==> config.mk <==
export PLATFORM = sky130hd
export DESIGN_NAME = in_ep_ctl
export DESIGN_NICKNAME = d
export VERILOG_FILES = /design/src/rtl/in_ep_pkg.sv /design/src/rtl/in_ep_stall_ctl.sv /design/src/rtl/in_ep_txn.sv /design/src/rtl/in_ep_ctl.sv
export SDC_FILE = /design/constraint.sdc
export NUM_CORES = 1
export LEC_CHECK = 0
export BUFFER_PORTS_ARGS = -buffer_cell sky130_fd_sc_hd__buf_2
export CAP_MARGIN = 20
export CORE_MARGIN = 2
export CORE_UTILIZATION = 40
export CTS_CLUSTER_DIAMETER = 50
export DETAILED_ROUTE_END_ITERATION = 7
export PLACE_DENSITY = 0.72
export SYNTH_ARGS = -nofsm -noshare
export SYNTH_HDL_FRONTEND = slang
export SYNTH_HIERARCHICAL = 1
export SYNTH_SLANG_ARGS = --single-unit
==> constraint.sdc <==
create_clock -name clk -period 3.2 [get_ports clk]
set_input_delay 0.32 -clock clk [delete_from_list [all_inputs] [get_ports clk]]
set_output_delay 0.32 -clock clk [all_outputs]
set_load 0.05 [all_outputs]
==> src/rtl/in_ep_pkg.sv <==
package in_ep_pkg;
   typedef enum logic [1:0] {
      HS_NONE  = 2'd0,
      HS_DATA  = 2'd1,
      HS_NAK   = 2'd2,
      HS_STALL = 2'd3
   } hs_e;

   localparam int unsigned BIT_DONE  = 0;
   localparam int unsigned BIT_UNDR  = 1;
   localparam int unsigned BIT_SENT  = 2;
   localparam int unsigned BIT_FORCE = 3;
   localparam int unsigned BIT_TOGL  = 4;
   localparam int unsigned FIELD_CNT = 5;
endpackage

==> src/rtl/in_ep_stall_ctl.sv <==
module in_ep_stall_ctl (
   input  logic clk,
   input  logic rst_n,
   input  logic wr_en,
   input  logic wr_force,
   input  logic wr_sent,
   input  logic busy,
   input  logic stall_hs,
   output logic force_q,
   output logic sent_q,
   output logic stalled_q,
   output logic stall_exit,
   output logic flush_q
);
   logic enter;
   logic sent_set;
   logic sent_clr;

   assign enter      = force_q && !busy && !stalled_q;
   assign stall_exit = stalled_q && !force_q && !sent_q;
   assign sent_set   = enter || stall_hs;
   assign sent_clr   = wr_en && wr_sent && sent_q;

   always_ff @(posedge clk or negedge rst_n) begin
      if (!rst_n) begin
         force_q   <= 1'b0;
         sent_q    <= 1'b0;
         stalled_q <= 1'b0;
         flush_q   <= 1'b0;
      end else begin
         if (wr_en)
            force_q <= wr_force;
         if (sent_set)
            sent_q <= 1'b1;
         else if (sent_clr)
            sent_q <= 1'b0;
         if (enter)
            stalled_q <= 1'b1;
         else if (stall_exit)
            stalled_q <= 1'b0;
         flush_q <= sent_clr && !sent_set;
      end
   end
endmodule

==> src/rtl/in_ep_txn.sv <==
module in_ep_txn
   import in_ep_pkg::*;
#(
   parameter bit HS_PIPE = 1'b1
) (
   input  logic       clk,
   input  logic       rst_n,
   input  logic       tok_in,
   input  logic       pkt_ready,
   input  logic       txn_end,
   input  logic       txn_ack,
   input  logic       underrun,
   input  logic       stall_req,
   input  logic       toggle_clr,
   input  logic       done_clr,
   output logic       busy_q,
   output logic       toggle_q,
   output logic       done_q,
   output logic       undr_q,
   output logic       crc_bad_q,
   output logic       stall_hs,
   output logic       hs_valid,
   output logic [1:0] hs_code
);
   hs_e  dec;
   logic cur_ur_q;
   logic grant;
   logic good_end;

   always_comb begin
      if (!tok_in)        dec = HS_NONE;
      else if (stall_req) dec = HS_STALL;
      else if (pkt_ready) dec = HS_DATA;
      else                dec = HS_NAK;
   end

   assign grant    = (dec == HS_DATA);
   assign stall_hs = (dec == HS_STALL);
   assign good_end = txn_end && busy_q && txn_ack && !cur_ur_q && !underrun;

   always_ff @(posedge clk or negedge rst_n) begin
      if (!rst_n) begin
         busy_q    <= 1'b0;
         cur_ur_q  <= 1'b0;
         toggle_q  <= 1'b0;
         done_q    <= 1'b0;
         undr_q    <= 1'b0;
         crc_bad_q <= 1'b0;
      end else begin
         if (grant)        busy_q <= 1'b1;
         else if (txn_end) busy_q <= 1'b0;

         if (grant)                      cur_ur_q <= 1'b0;
         else if (underrun && busy_q)    cur_ur_q <= 1'b1;

         if (toggle_clr)    toggle_q <= 1'b0;
         else if (good_end) toggle_q <= ~toggle_q;

         if (txn_end && busy_q) done_q <= 1'b1;
         else if (done_clr)     done_q <= 1'b0;

         if (underrun && busy_q) undr_q <= 1'b1;
         else if (done_clr)      undr_q <= 1'b0;

         crc_bad_q <= underrun && busy_q;
      end
   end

   generate
      if (HS_PIPE) begin : g_hs_reg
         logic       v_q;
         logic [1:0] c_q;
         always_ff @(posedge clk or negedge rst_n) begin
            if (!rst_n) begin
               v_q <= 1'b0;
               c_q <= HS_NONE;
            end else begin
               v_q <= tok_in;
               c_q <= dec;
            end
         end
         assign hs_valid = v_q;
         assign hs_code  = c_q;
      end else begin : g_hs_comb
         assign hs_valid = tok_in;
         assign hs_code  = dec;
      end
   endgenerate
endmodule

==> src/rtl/in_ep_ctl.sv <==
module in_ep_ctl
   import in_ep_pkg::*;
#(
   parameter int unsigned REG_W   = 8,
   parameter bit          HS_PIPE = 1'b1
) (
   input  logic             clk,
   input  logic             rst_n,
   input  logic             reg_wr,
   input  logic [REG_W-1:0] reg_wdata,
   output logic [REG_W-1:0] reg_rdata,
   input  logic             tok_in,
   input  logic             pkt_ready,
   input  logic             txn_end,
   input  logic             txn_ack,
   input  logic             underrun,
   output logic             hs_valid,
   output logic [1:0]       hs_code,
   output logic             crc_bad,
   output logic             fifo_flush,
   output logic             data_pid
);
   generate
      if (REG_W <= FIELD_CNT) begin : g_bad_width
         $error("in_ep_ctl: REG_W must exceed the field count");
      end
   endgenerate

   logic force_q, sent_q, stalled_q, stall_exit, stall_hs;
   logic busy_q, toggle_q, done_q, undr_q;
   logic unused_wbits;

   assign unused_wbits = ^{reg_wdata[REG_W-1:FIELD_CNT],
                           reg_wdata[BIT_UNDR], reg_wdata[BIT_TOGL]};

   in_ep_stall_ctl u_stall (
      .clk        (clk),
      .rst_n      (rst_n),
      .wr_en      (reg_wr),
      .wr_force   (reg_wdata[BIT_FORCE]),
      .wr_sent    (reg_wdata[BIT_SENT]),
      .busy       (busy_q),
      .stall_hs   (stall_hs),
      .force_q    (force_q),
      .sent_q     (sent_q),
      .stalled_q  (stalled_q),
      .stall_exit (stall_exit),
      .flush_q    (fifo_flush)
   );

   in_ep_txn #(.HS_PIPE(HS_PIPE)) u_txn (
      .clk        (clk),
      .rst_n      (rst_n),
      .tok_in     (tok_in),
      .pkt_ready  (pkt_ready),
      .txn_end    (txn_end),
      .txn_ack    (txn_ack),
      .underrun   (underrun),
      .stall_req  (force_q || sent_q || stalled_q),
      .toggle_clr (stall_exit),
      .done_clr   (reg_wr && reg_wdata[BIT_DONE]),
      .busy_q     (busy_q),
      .toggle_q   (toggle_q),
      .done_q     (done_q),
      .undr_q     (undr_q),
      .crc_bad_q  (crc_bad),
      .stall_hs   (stall_hs),
      .hs_valid   (hs_valid),
      .hs_code    (hs_code)
   );

   always_comb begin
      reg_rdata            = '0;
      reg_rdata[BIT_DONE]  = done_q;
      reg_rdata[BIT_UNDR]  = undr_q && done_q;
      reg_rdata[BIT_SENT]  = sent_q;
      reg_rdata[BIT_FORCE] = force_q;
      reg_rdata[BIT_TOGL]  = toggle_q;
   end

   assign data_pid = toggle_q;
endmodule

Yosys cells after proc, flatten, opt, wreduce, memory -nomap -nowiden
Index checks and enable logic that the tools add are counted.
{ "op_classes": {"n_mux": 16, "multipliers": 0, "n_shift": 0, "bitwise": 1, "div_mod_pow": 0, "n_reduce_logical": 31, "magnitude_cmp": 0, "add_sub_neg": 0, "n_eq_ne": 2} }
{ "ops": {"columns": ["op", "count"], "rows": [
  ["logical AND 1 bit", 14],
  ["nonzero test 2 bit", 7],
  ["2-to-1 mux 1 bit", 13],
  ["logical NOT 1 bit", 7],
  ["2-to-1 mux 2 bit", 3],
  ["logical OR 1 bit", 3],
  ["== test 2 x 1 -> 1 bit, second input constant", 1],
  ["== test 2 bit, second input constant", 1],
  ["NOT 1 bit", 1]
]} }
{ "word_totals": {"inputBits": 16, "ff_bits": 13, "word_cells": 62, "latchBits": 0, "output_inout_bits": 14, "memories": 0, "ramBits": 0, "rom_bits": 0} }

Longest topological paths before layout
Gate-level depths: netlist of the first run.
{ "logic_depth": {"depth_word": 8, "mapped_depth": 3, "mapped_depth_nobuf": 3} }

Cells and area by module
Netlist of the first run, hierarchy kept.
{ "by_module_without_submodules": {"columns": ["mod", "seq_area_each_um2", "cells_each", "area_each_um2", "instances"], "rows": [
  ["in_ep_txn", 225.2, 25, 327.8, 1],
  ["in_ep_stall_ctl", 100.1, 14, 160.2, 1],
  ["in_ep_ctl", 0.0, 11, 75.1, 1]
]} }

Worst setup path before layout of the first run
OpenSTA, ideal clock, no wires.
{ "synth_path": {"kind": "register to register", "start": "reg u_stall.sent_q", "end": "reg u_stall.sent_q", "arrival_ns": 1.188, "synth_period_minus_slack_ns": 1.314, "path_stages_with_launch": 4, "t_required_ns": 3.074, "path_slack_ns": 1.886, "setup_time_ns": 0.126, "n_path_buf": 0, "cell_sequence": "dfrtp_1 > or3_1 > and2_1 > a221o_1"} }
{ "synth_between": {"elab_chain_cells": 7, "word_cells_on_any_way": 9, "cone_classes": "1 x eq/ne; 3 x mux; 5 x reduce/logical"} }
{ "synth_lines": {"columns": ["item", "line", "source"], "rows": [
  ["start: declaration", "in_ep_stall_ctl.sv:10", "output logic sent_q,"],
  ["start signal: assignment", "in_ep_stall_ctl.sv:27", "sent_q <= 1'b0;"],
  ["start signal: assignment", "in_ep_stall_ctl.sv:34", "sent_q <= 1'b1;"],
  ["start signal: assignment", "in_ep_stall_ctl.sv:36", "sent_q <= 1'b0;"],
  ["logical OR 1 bit * (2 in series)", "in_ep_ctl.sv:59", ".stall_req (force_q || sent_q || stalled_q),"],
  ["2-to-1 mux 2 bit *", "in_ep_txn.sv:32", "else if (stall_req) dec = HS_STALL;"],
  ["2-to-1 mux 2 bit *", "in_ep_txn.sv:31", "if (!tok_in) dec = HS_NONE;"],
  ["== test 2 bit *", "in_ep_txn.sv:38", "assign stall_hs = (dec == HS_STALL);"],
  ["via stall_hs", "in_ep_ctl.sv:29", "logic force_q, sent_q, stalled_q, stall_exit, stall_hs;"],
  ["logical OR 1 bit *", "in_ep_stall_ctl.sv:21", "assign sent_set = enter || stall_hs;"],
  ["2-to-1 mux 1 bit or nonzero test 2 bit (tied branches)", null, null]
]} }
The timed path passes the listed nets; every way through them passes the cells marked *.
A chain may end at the register's enable or synchronous reset.

Final worst setup path of the first run
Same ends and word-level chain as after synthesis.

==> results of run 1 <==
-- worst max-delay path: stages, from the launching register on --
cell,delay [ns]
sky130_fd_sc_hd__dfrtp_1,0.43
sky130_fd_sc_hd__or3_1,0.43
sky130_fd_sc_hd__and2_1,0.17
sky130_fd_sc_hd__a221o_1,0.25
-- cell families (layout without fill, tap and decap cells) --
family	Yosys count	in the layout	synth area share
buffers and inverters	11	30	0.1200
and+or+nand+nor	12	12	0.1222
muxes	1	1	0.02000
AOI/OAI and AO/OA	12	12	0.1533
DFF	13	13	0.5778
other	1	3	0.006660
-- cell type report --
cell class,count,share of cell area
clock buffers,4,0.03875
inverters,4,0.02214
multi-input cells,28,0.2620
flip-flops and latches,13,0.4797
well taps,15,0.02768
repair buffers,22,0.1697
-- state kept, by name, summed over array words and instances, names as in the netlist --
signal and flops:
u_txn/hs_valid 1, u_txn/toggle_q 1, u_stall/flush_q 1, u_stall/stalled_q 1, u_txn/undr_q 1, u_stall/force_q 1, u_txn/hs_code 2, u_txn/busy_q 1
u_txn/crc_bad_q 1, u_txn/done_q 1, u_txn/cur_ur_q 1, u_stall/sent_q 1
-- cells in the mapped netlist, types with 2 or more instances --
library cell / instances
sky130_fd_sc_hd__a21oi_1: 3
sky130_fd_sc_hd__nor2_1: 2
sky130_fd_sc_hd__dfrtp_1: 13
sky130_fd_sc_hd__inv_1: 4
sky130_fd_sc_hd__and2_1: 3
sky130_fd_sc_hd__buf_4: 7
sky130_fd_sc_hd__or3_1: 2
-- repair_timing --
action	4_1_cts	5_1_grt
hold endpoints to repair	13	0
resized for setup	0	0
hold buffers	1	0
-- per-layer routing --
metal	wire, µm	vias to the layer above
met4	21	0
met1	422	205
met5	0	-
li1	-	204
met3	82	2
met2	469	24
-- worst paths after layout --
kind                                            startpoint                         end  slack, ns  depth (start not counted)
worst max register to register  u_stall/sent_q$_DFFE_PN0P_  u_stall/sent_q$_DFFE_PN0P_       1.80                          3
worst max-delay path            u_stall/sent_q$_DFFE_PN0P_  u_stall/sent_q$_DFFE_PN0P_       1.80                          3
worst min-delay path                                tok_in    u_txn/hs_valid$_DFF_PN0_       0.22                          1
worst min register to register    u_txn/undr_q$_DFFE_PN0P_    u_txn/undr_q$_DFFE_PN0P_       0.48                          1
min in group asynchronous                            rst_n   u_stall/flush_q$_DFF_PN0_       0.45                          2
max in group asynchronous                            rst_n    u_txn/busy_q$_DFFE_PN0P_       2.53                          2
-- report_power, final --
group	switching [mW]	total (mW)	leakage [nW]	internal [mW]
logic	0.0518	0.0728	0.191	0.0210
registers	0.0102	0.187	0.162	0.177
clock network	0.0489	0.0971	0.0150	0.0482
==> metrics.log, run 1 <==
INFO  metric grt_overflow_total = 0
INFO  metric dieWidth = 41.52 µm
INFO  metric seq_area = 325.3 µm²
INFO  metric ir_worst_vdd = 0.2474 mV
INFO  metric clkLatencyLatePin = 0.27 ns
INFO  metric cts_setup_buffers = 0
INFO  metric hold_path.class = in -> reg
INFO  metric clk_root_buffer_cell = sky130_fd_sc_hd__clkbuf_4
INFO  metric synth.top_cells.by_area = sky130_fd_sc_hd__dfrtp_1 58%, sky130_fd_sc_hd__buf_4 9.3%, sky130_fd_sc_hd__and2_1 3.3%, sky130_fd_sc_hd__a21oi_1 2.7%, sky130_fd_sc_hd__inv_1 2.7%
INFO  metric cts_inserted_buffers = 3
INFO  metric count_of_cell_types_in_the_netlist = 23
INFO  metric yosysSeqAreaShare = 0.5778
INFO  metric route.final.wire_length = 995 µm
INFO  metric drt_first_pass_iters = 4
INFO  metric placement_rows = 13
INFO  metric via_count_of_the_first_global_routing_pass = 416
INFO  metric dp_cells = around 80
INFO  metric cts_tree = yes
INFO  metric proportion_of_register_bits_with_asynchronous_set_or_reset_after_synthesis = 1.000
INFO  metric synth_top_cell_by_area = sky130_fd_sc_hd__dfrtp_1
INFO  metric rsz0062_at_grt = no
INFO  metric buffer_ports.inserted = 21
INFO  metric number_of_fill_cells_in_the_layout = 138
INFO  metric initial_core_util = 0.4327
INFO  metric arrival = 1.56 ns
INFO  metric place_area = around 640 µm²
INFO  metric slew_viol_final = 0
INFO  metric grt-busiest-layer = met2
INFO  metric hold-worst-slack = 0.2217 ns
INFO  metric max_cap_viol_count = 0
INFO  metric fp.coreArea = ~1300 µm²
INFO  metric syn-mean-instance-area = 11.26 µm²
INFO  metric synth.top_cell.area_share = 0.5778
INFO  metric cp.required = 3.36 ns
INFO  metric final.setup.worst_slack = between 1.5 and 2 ns
INFO  metric pin_count_of_the_biggest_net_entering_global_routing = 14
INFO  metric postRouteAntennaNets = 0
INFO  metric gr-usage-all-layers = 0.1454
INFO  metric grtUsageMet2 = 0.2125
INFO  metric synth_seq_cells = 13
INFO  metric setup.worst_path.class = reg -> reg
INFO  metric insertedDiodeCount = 0
INFO  metric clk_path_buf_depth = 2
INFO  metric drive_gt1_frac = 0.3803
INFO  metric die_area = 1724 µm²
INFO  metric ys.warnings.count = 6
INFO  metric detailedRoute.firstIterationViolations = 12
INFO  metric setup-violations-final = 0
INFO  metric timing.fmax = 714.6 MHz
INFO  metric layout.cells.non_filler = 86
INFO  metric final_common_cell = sky130_fd_sc_hd__buf_2
INFO  metric post-route-util = 0.5212
INFO  metric post-dp-hpwl = 776.1 µm
INFO  metric synth_enable_flop_cells = 0
INFO  metric syn_inst = 50
INFO  metric fin_tns_setup = 0 ns
INFO  metric grt_antenna_before_repair = 0
INFO  metric worst_setup_path_end_kind = flop
INFO  metric total_leakage_power = 0.3681 nW
INFO  metric crit_path_start_kind = flop
INFO  metric drc = 0
INFO  metric clock_tree.htree_level_count = 1
INFO  metric leading_register_cell_type_out_of_synthesis = sky130_fd_sc_hd__dfrtp_1
INFO  metric synthToLayoutAreaGrowth = 20.44%
INFO  metric status = finished, final reports clean
INFO  metric power-per-cell-area = 527.0 nW/µm²
INFO  metric fin_hold_viols = 0
INFO  metric gpl.final_weighted_congestion = 0.7391
INFO  metric layout_common_cells = 21 x sky130_fd_sc_hd__buf_2, 13 x sky130_fd_sc_hd__dfrtp_1, 4 x sky130_fd_sc_hd__inv_1
INFO  metric period_share = 0.4373
INFO  metric fp.dieH = 41.52 µm
INFO  metric ios = 30
INFO  metric fin_crit = roughly 1.4 ns
INFO  metric cts.reportedPaths.clkPinSlew = 0.08 ns
INFO  metric num-nets-final = 88
INFO  metric grt_use_met1 = 0.1761
INFO  metric cts.sinks = 13
INFO  metric global_route.usage.met3 = 0.04348
INFO  metric routed-via-count = 435
INFO  metric detail_route.vias_per_cell = 5.058
INFO  metric global_route_wire_length_before_repair = 1.807 mm
INFO  metric dp_worst_setup_slack = 1.823 ns
INFO  metric syn_area = between 500 and 600 µm²
INFO  metric power.total = roughly 0.36 mW
INFO  metric worst_clock_skew = 0.003335 ns
INFO  metric finish.instance_area = 678.2 µm²
INFO  metric avgRoutedWirePerCell = 11.57 µm
INFO  metric timing.critical_path.fanout_max = 6
INFO  metric multiInputGateArea = approximately 180 µm²
No activity file was read; power rests on OpenSTA's default activity.
==> run 2, diff against run 1 <==
- CORE_UTILIZATION: 40 -> 37
- PLACE_DENSITY: 0.72 -> 0.7
- clock period: 3.2 -> 1.1 ns (I/O delays scaled with it)
==> metrics.log, run 2 (same netlist as run 1, synthesis figures left out) <==
INFO  metric cp.buffers_inverters = 0 (unchanged)
INFO  metric cts_tree = yes
INFO  metric fin_tns_setup = -0.4876 ns (-0.4876 ns)
INFO  metric cts.sinks = 13 (unchanged)
INFO  metric postRouteAntennaNets = 0 (unchanged)
INFO  metric max_cap_viol_count = 0 (unchanged)
INFO  metric drt_first_pass_iters = 4 (unchanged)
INFO  metric arrival = 1.44 ns (-0.12 ns)
INFO  metric die_area = 1850 µm² (+7.3%)
INFO  metric crit_path_start_kind = flop
INFO  metric cp-startpoint = u_stall/stalled_q$_DFFE_PN0P_
INFO  metric detailedRoute.firstIterationViolations = 12 (unchanged)
INFO  metric total_leakage_power = 0.4023 nW (+9.3%)
INFO  metric route.final.wire_length = 1.127 mm (+13%)
INFO  metric slew_viol_final = 0 (unchanged)
INFO  metric clkLatencyLatePin = 0.27 ns (about the same)
INFO  metric critPathSlowestCell = sky130_fd_sc_hd__or3_4
INFO  metric setup.worst_path.class = reg -> reg
INFO  metric ios = 30 (unchanged)
INFO  metric fp.dieH = 43.01 µm (+3.6%)
INFO  metric routed-wl-met3 = 84 µm (+2.4%)
INFO  metric cts.reportedPaths.clkPinSlew = 0.08 ns (about the same)
INFO  metric largest_register_ffs = 2 (unchanged)
INFO  metric setup-violations-final = 6 (+6)
INFO  metric num-nets-final = 93 (+5.7%)
INFO  metric fp.coreArea = 1471 µm² (+13%)
INFO  metric insertedDiodeCount = 0 (unchanged)
INFO  metric fin_crit = 1.280 ns (-0.1195 ns)
INFO  metric gr-usage-all-layers = 0.1311 (-0.01426)
INFO  metric clock_tree.htree_level_count = 1 (unchanged)
INFO  metric final.setup.worst_slack = -0.1798 ns (-1.980 ns)
INFO  metric wl_met1 = 489 µm (+16%)
INFO  metric gpl.final_weighted_congestion = 0.7416 (+0.34%)
INFO  metric timing.critical_path.slowest_cell_delay = 0.39 ns (-0.04 ns)
INFO  metric clk_root_buffer_cell = sky130_fd_sc_hd__clkbuf_4
INFO  metric cts_inserted_buffers = 3 (unchanged)
INFO  metric period_share = 1.163 (+0.7261)
INFO  metric global_route_wire_length_before_repair = 1.669 mm (-7.6%)
INFO  metric violated_checks = negative setup slack
INFO  metric initial_core_util = 0.3827 (-0.05004)
INFO  metric grt_overflow_total = 0 (unchanged)
INFO  metric power-per-cell-area = 1426 nW/µm² (+170%)
INFO  metric timing.critical_path.fanout_max = 2 (-4)
INFO  metric cpLargestDelayFamily = simple AND/OR/NAND/NOR gates
INFO  metric grt_antenna_before_repair = 0 (unchanged)
INFO  metric detail_route.vias_per_cell = 4.739 (-6.3%)
INFO  metric dp_worst_setup_slack = -0.1724 ns (-1.996 ns)
INFO  metric layout_common_cells = 18 x sky130_fd_sc_hd__buf_2, 12 x sky130_fd_sc_hd__dfrtp_1, 4 x sky130_fd_sc_hd__buf_4
INFO  metric worst_clock_skew = 0.003033 ns (-0.0003025 ns)
INFO  metric routed-via-count = 436 (+0.23%)
INFO  metric critical_path.cell_chain = or3_4, and2_4, a221o_1
INFO  metric synthToLayoutAreaGrowth = 38.22%
INFO  metric placement_rows = 14 (+1)
INFO  metric maxUsedRoutingLayer = met4
INFO  metric clk_path_buf_depth = 2 (unchanged)
INFO  metric rsz0062_at_grt = yes
INFO  metric r2r-start = u_stall/stalled_q$_DFFE_PN0P_
INFO  metric status = finished, violations left
INFO  metric pin_count_of_the_biggest_net_entering_global_routing = 14 (unchanged)
INFO  metric ir_worst_vdd = 0.5953 mV (+140%)
INFO  metric post-dp-hpwl = 786.2 µm (+1.3%)
INFO  metric drc = 0 (unchanged)
INFO  metric dieWidth = 43.01 µm (+3.6%)
INFO  metric cp.required = 1.26 ns (-2.10 ns)
INFO  metric buffer_ports.inserted = 21 (unchanged)
INFO  metric avgRoutedWirePerCell = 12.25 µm (+5.9%)
INFO  metric timing.fmax = 781.4 MHz (+9.3%)
INFO  metric detailroute.wirelength.met2 = 530 µm (+13%)
INFO  metric drive_gt1_frac = 0.5132 (+0.1329)
INFO  metric worst_setup_path_end_kind = flop
INFO  metric via_count_of_the_first_global_routing_pass = 394 (-5.3%)
INFO  metric hold_path_startpoint = tok_in
INFO  metric hold_path.class = in -> reg
INFO  metric fin_hold_viols = 0 (unchanged)
INFO  metric final_common_cell = sky130_fd_sc_hd__buf_2
## run 2: cell count changes in the layout (fill, tap and decap cells not counted), moves of 2 or more
cell | previous run | this run
sky130_fd_sc_hd__buf_6 | 0 | 3
sky130_fd_sc_hd__buf_4 | 0 | 4
sky130_fd_sc_hd__and2_1 | 3 | 1
sky130_fd_sc_hd__buf_2 | 21 | 18
sky130_fd_sc_hd__and2_4 | 0 | 2
## run 2: what timing repair did
| action | in CTS | in global routing |
|---|---|---|
| hold buffers | 1 | 0 |
| buffers inserted | 0 | 0 |
| endpoints found under the hold margin | 13 | 0 |
| resized for setup | 8 | 10 |
| endpoints found under the setup margin | 9 | 10 |
| pin swaps | 2 | 5 |
## run 2: where the power goes
group	total [mW]	internal, mW	switching (mW)
sequential	0.534	0.516	0.0186
clock	0.294	0.141	0.154
combinational	0.281	0.104	0.177
total	1.11	0.760	0.349
## run 2: worst paths after layout
kind	to	slack, ns	cells past startpoint
worst max-delay path	u_stall/sent_q$_DFFE_PN0P_	-0.18	3
worst min-delay path	u_txn/hs_valid$_DFF_PN0_	0.03	1
worst max register to register	u_stall/sent_q$_DFFE_PN0P_	-0.18	3
worst min register to register	u_txn/undr_q$_DFFE_PN0P_	0.50	1
max in group asynchronous	u_txn/toggle_q$_DFFE_PN0P_	0.62	2
min in group asynchronous	u_txn/hs_code[1]$_DFF_PN0_	0.24	2
## run 2: area by class of cell
cell class,instances,area (µm²)
clock buffers,4,26.28
fillers,148,693.2
inverters,4,20.02
multi-input cells,28,206.4
flip-flops and latches,13,326.6
well taps,16,20.02
repair buffers,27,178.9
## run 2: layer usage
layer  up-vias  GRT usage
met1       196     0.1491
met3         2    0.04255
met4         0     0.1091
met2        21     0.1970
met5         -          0
li1        217          -
## run 2: metrics by stage
stage                       util  instances  power, mW  hold slack, ns  area [µm²]
after floorplan                -         52     0.7184         -0.1856       571.8
after global placement    0.4634         87     0.7776        0.006820       681.9
after detailed placement  0.4634         87     0.7822        0.008134       681.9
after CTS                 0.5026         92      1.095        0.004410       739.5
after global routing      0.5289         92      1.169         0.02078       778.2
final                     0.5289         92      1.110         0.03023       778.2
==> run 3, diff against run 2 <==
- CORE_UTILIZATION: 37 -> 40
- PLACE_DENSITY: 0.7 -> 0.72
- TNS_END_PERCENT: default -> 30
- clock period: 1.1 -> 1.27 ns (I/O delays scaled with it)
==> metrics.log, run 3 (same netlist as run 1, synthesis figures left out) <==
INFO  metric layout.cells.non_filler = 90 (-2.2%)
INFO  metric initial_core_util = 0.4327 (+0.05004)
INFO  metric die_area = 1724 µm² (-6.8%)
INFO  metric power.total = 0.9224 mW (-17%)
INFO  metric gpl.final_weighted_congestion = 0.7702 (+3.9%)
INFO  metric timing.critical_path.slowest_cell_delay = 0.39 ns (about the same)
INFO  metric largest_register_ffs = 2 (unchanged)
INFO  metric period_share = 1.010 (-0.1533)
INFO  metric route.final.wire_length = 985 µm (-13%)
INFO  metric ios = 30 (unchanged)
INFO  metric global_route.usage.met3 = 0.04348 (+0.0009251)
INFO  metric detailedRoute.firstIterationViolations = 5 (-7)
INFO  metric fin_tns_setup = -0.01281 ns (+0.4748 ns)
INFO  metric insertedDiodeCount = 0 (unchanged)
INFO  metric buffer_ports.inserted = 21 (unchanged)
INFO  metric worst_setup_path_end_kind = flop
INFO  metric fp.dieH = 41.52 µm (-3.5%)
INFO  metric rsz0062_at_grt = yes
INFO  metric violated_checks = negative setup slack
INFO  metric grt-busiest-layer = met2
INFO  metric cp.buffers_inverters = 0 (unchanged)
INFO  metric grt_antenna_before_repair = 0 (unchanged)
INFO  metric detail_route.vias_per_cell = 4.811 (+1.5%)
INFO  metric grt_use_met1 = 0.1746 (+0.02560)
INFO  metric cts.sinks = 13 (unchanged)
INFO  metric clk_path_buf_depth = 2 (unchanged)
INFO  metric worst_clock_skew = 0.008246 ns (+0.005213 ns)
INFO  metric clkLatencyLatePin = 0.27 ns (about the same)
INFO  metric gr-usage-all-layers = 0.1330 (+0.001938)
INFO  metric final.setup.worst_slack = -0.01281 ns (+0.1670 ns)
INFO  metric critical_path.cell_chain = or3_4, and2_4, a221o_1
INFO  metric drive_gt1_frac = 0.4400 (-0.07316)
INFO  metric setup-violations-final = 1 (-5)
INFO  metric critPathSlowestCell = sky130_fd_sc_hd__dfrtp_1
INFO  metric arrival = 1.45 ns (about the same)
INFO  metric fp.coreArea = 1301 µm² (-12%)
INFO  metric cp.required = 1.44 ns (+0.18 ns)
INFO  metric hold_path.class = in -> reg
INFO  metric global_route_wire_length_before_repair = 1.704 mm (+2.1%)
INFO  metric num-nets-final = 92 (-1.1%)
INFO  metric timing.fmax = 779.5 MHz (-0.24%)
INFO  metric post-route-util = 0.5500 (+0.02109)
INFO  metric avgRoutedWirePerCell = 10.94 µm (-11%)
INFO  metric slew_viol_final = 0 (unchanged)
INFO  metric clock_tree.htree_level_count = 1 (unchanged)
INFO  metric cts.reportedPaths.clkPinSlew = 0.08 ns (about the same)
INFO  metric ir_worst_vdd = 0.7088 mV (+19%)
INFO  metric grt_overflow_total = 0 (unchanged)
INFO  metric postRouteAntennaNets = 0 (unchanged)
INFO  metric final_common_cell = sky130_fd_sc_hd__buf_2
INFO  metric dp_worst_setup_slack = -0.05509 ns (+0.1173 ns)
INFO  metric finish.instance_area = 715.7 µm² (-8.0%)
INFO  metric dp_cells = 84 (-3.4%)
INFO  metric via_count_of_the_first_global_routing_pass = 414 (+5.1%)
INFO  metric post-dp-hpwl = 777.9 µm (-1.1%)
INFO  metric routed-via-count = 433 (-0.69%)
INFO  metric fin_hold_viols = 0 (unchanged)
INFO  metric crit_path_start_kind = flop
INFO  metric fin_crit = 1.283 ns (+0.003037 ns)
INFO  metric clk_root_buffer_cell = sky130_fd_sc_hd__clkbuf_4
INFO  metric cts_inserted_buffers = 3 (unchanged)
INFO  metric pin_count_of_the_biggest_net_entering_global_routing = 14 (unchanged)
INFO  metric total_leakage_power = 0.3900 nW (-3.1%)
INFO  metric status = finished, violations left
INFO  metric number_of_fill_cells_in_the_layout = 124 (-16%)
INFO  metric drc = 0 (unchanged)
INFO  metric hold-worst-slack = 0.02774 ns (-0.002491 ns)
INFO  metric drt_first_pass_iters = 4 (unchanged)
INFO  metric cpLargestDelayFamily = simple AND/OR/NAND/NOR gates
INFO  metric placement_rows = 13 (-1)
INFO  metric grtUsageMet2 = 0.1813 (-0.01572)
INFO  metric layout_common_cells = 21 x sky130_fd_sc_hd__buf_2, 13 x sky130_fd_sc_hd__dfrtp_1, 4 x sky130_fd_sc_hd__buf_4, 4 x sky130_fd_sc_hd__inv_1
INFO  metric synthToLayoutAreaGrowth = 27.11%
INFO  metric dieWidth = 41.52 µm (-3.5%)
INFO  metric cts_tree = yes
INFO  metric setup.worst_path.class = reg -> reg
INFO  metric power-per-cell-area = 1289 nW/µm² (-9.6%)
INFO  metric max_cap_viol_count = 0 (unchanged)
INFO  metric timing.critical_path.fanout_max = 2 (unchanged)
INFO  metric place_area = 664.4 µm² (-2.6%)
run 3: cell types whose count changed in the layout (fill, tap and decap cells not counted), sizes merged:
cell,previous run,this run
buf,26,25
run 3: worst paths after layout:
check | from | to | slack (ns) | cells past startpoint
max | u_stall/stalled_q$_DFFE_PN0P_ | u_stall/sent_q$_DFFE_PN0P_ | -0.01 | 3
min | tok_in | u_txn/hs_valid$_DFF_PN0_ | 0.03 | 1
max reg2reg | u_stall/stalled_q$_DFFE_PN0P_ | u_stall/sent_q$_DFFE_PN0P_ | -0.01 | 3
min reg2reg | u_txn/undr_q$_DFFE_PN0P_ | u_txn/undr_q$_DFFE_PN0P_ | 0.48 | 1
max in group asynchronous | rst_n | u_txn/hs_valid$_DFF_PN0_ | 0.79 | 2
min in group asynchronous | rst_n | u_stall/flush_q$_DFF_PN0_ | 0.25 | 2
run 3: area by class of cell:
type,count,area [µm²],area share
clock buffer,4,26.28,0.03671
timing repair buffer,26,145.1,0.2028
multi-input combinational,28,185.2,0.2587
tap,15,18.77,0.02622
sequential,13,325.3,0.4545
inverter,4,15.01,0.02098
run 3: repair_timing:
action,in CTS,in global routing
endpoints found under the setup margin,1,1
hold endpoints to repair,13,0
hold buffers,1,0
setup buffers,1,0
gates resized for setup,2,0
pin swaps,0,0
run 3: worst reg2reg max path, cell delays in order, from the launching register on:
cell and delay [ns]:
sky130_fd_sc_hd__dfrtp_1 0.39, sky130_fd_sc_hd__or3_4 0.39, sky130_fd_sc_hd__and2_4 0.15, sky130_fd_sc_hd__a221o_1 0.25
run 3: metal layers:
metal | vias up | share of wire
li1 | 212 | -
met1 | 198 | 0.45
met2 | 20 | 0.44
met3 | 3 | 0.088
met4 | 0 | 0.024
met5 | - | 0
run 3: where the power goes:
part	internal, mW	leakage (nW)	switching (mW)
clock network	0.122	0.0150	0.128
logic	0.0684	0.213	0.141
registers	0.446	0.162	0.0160
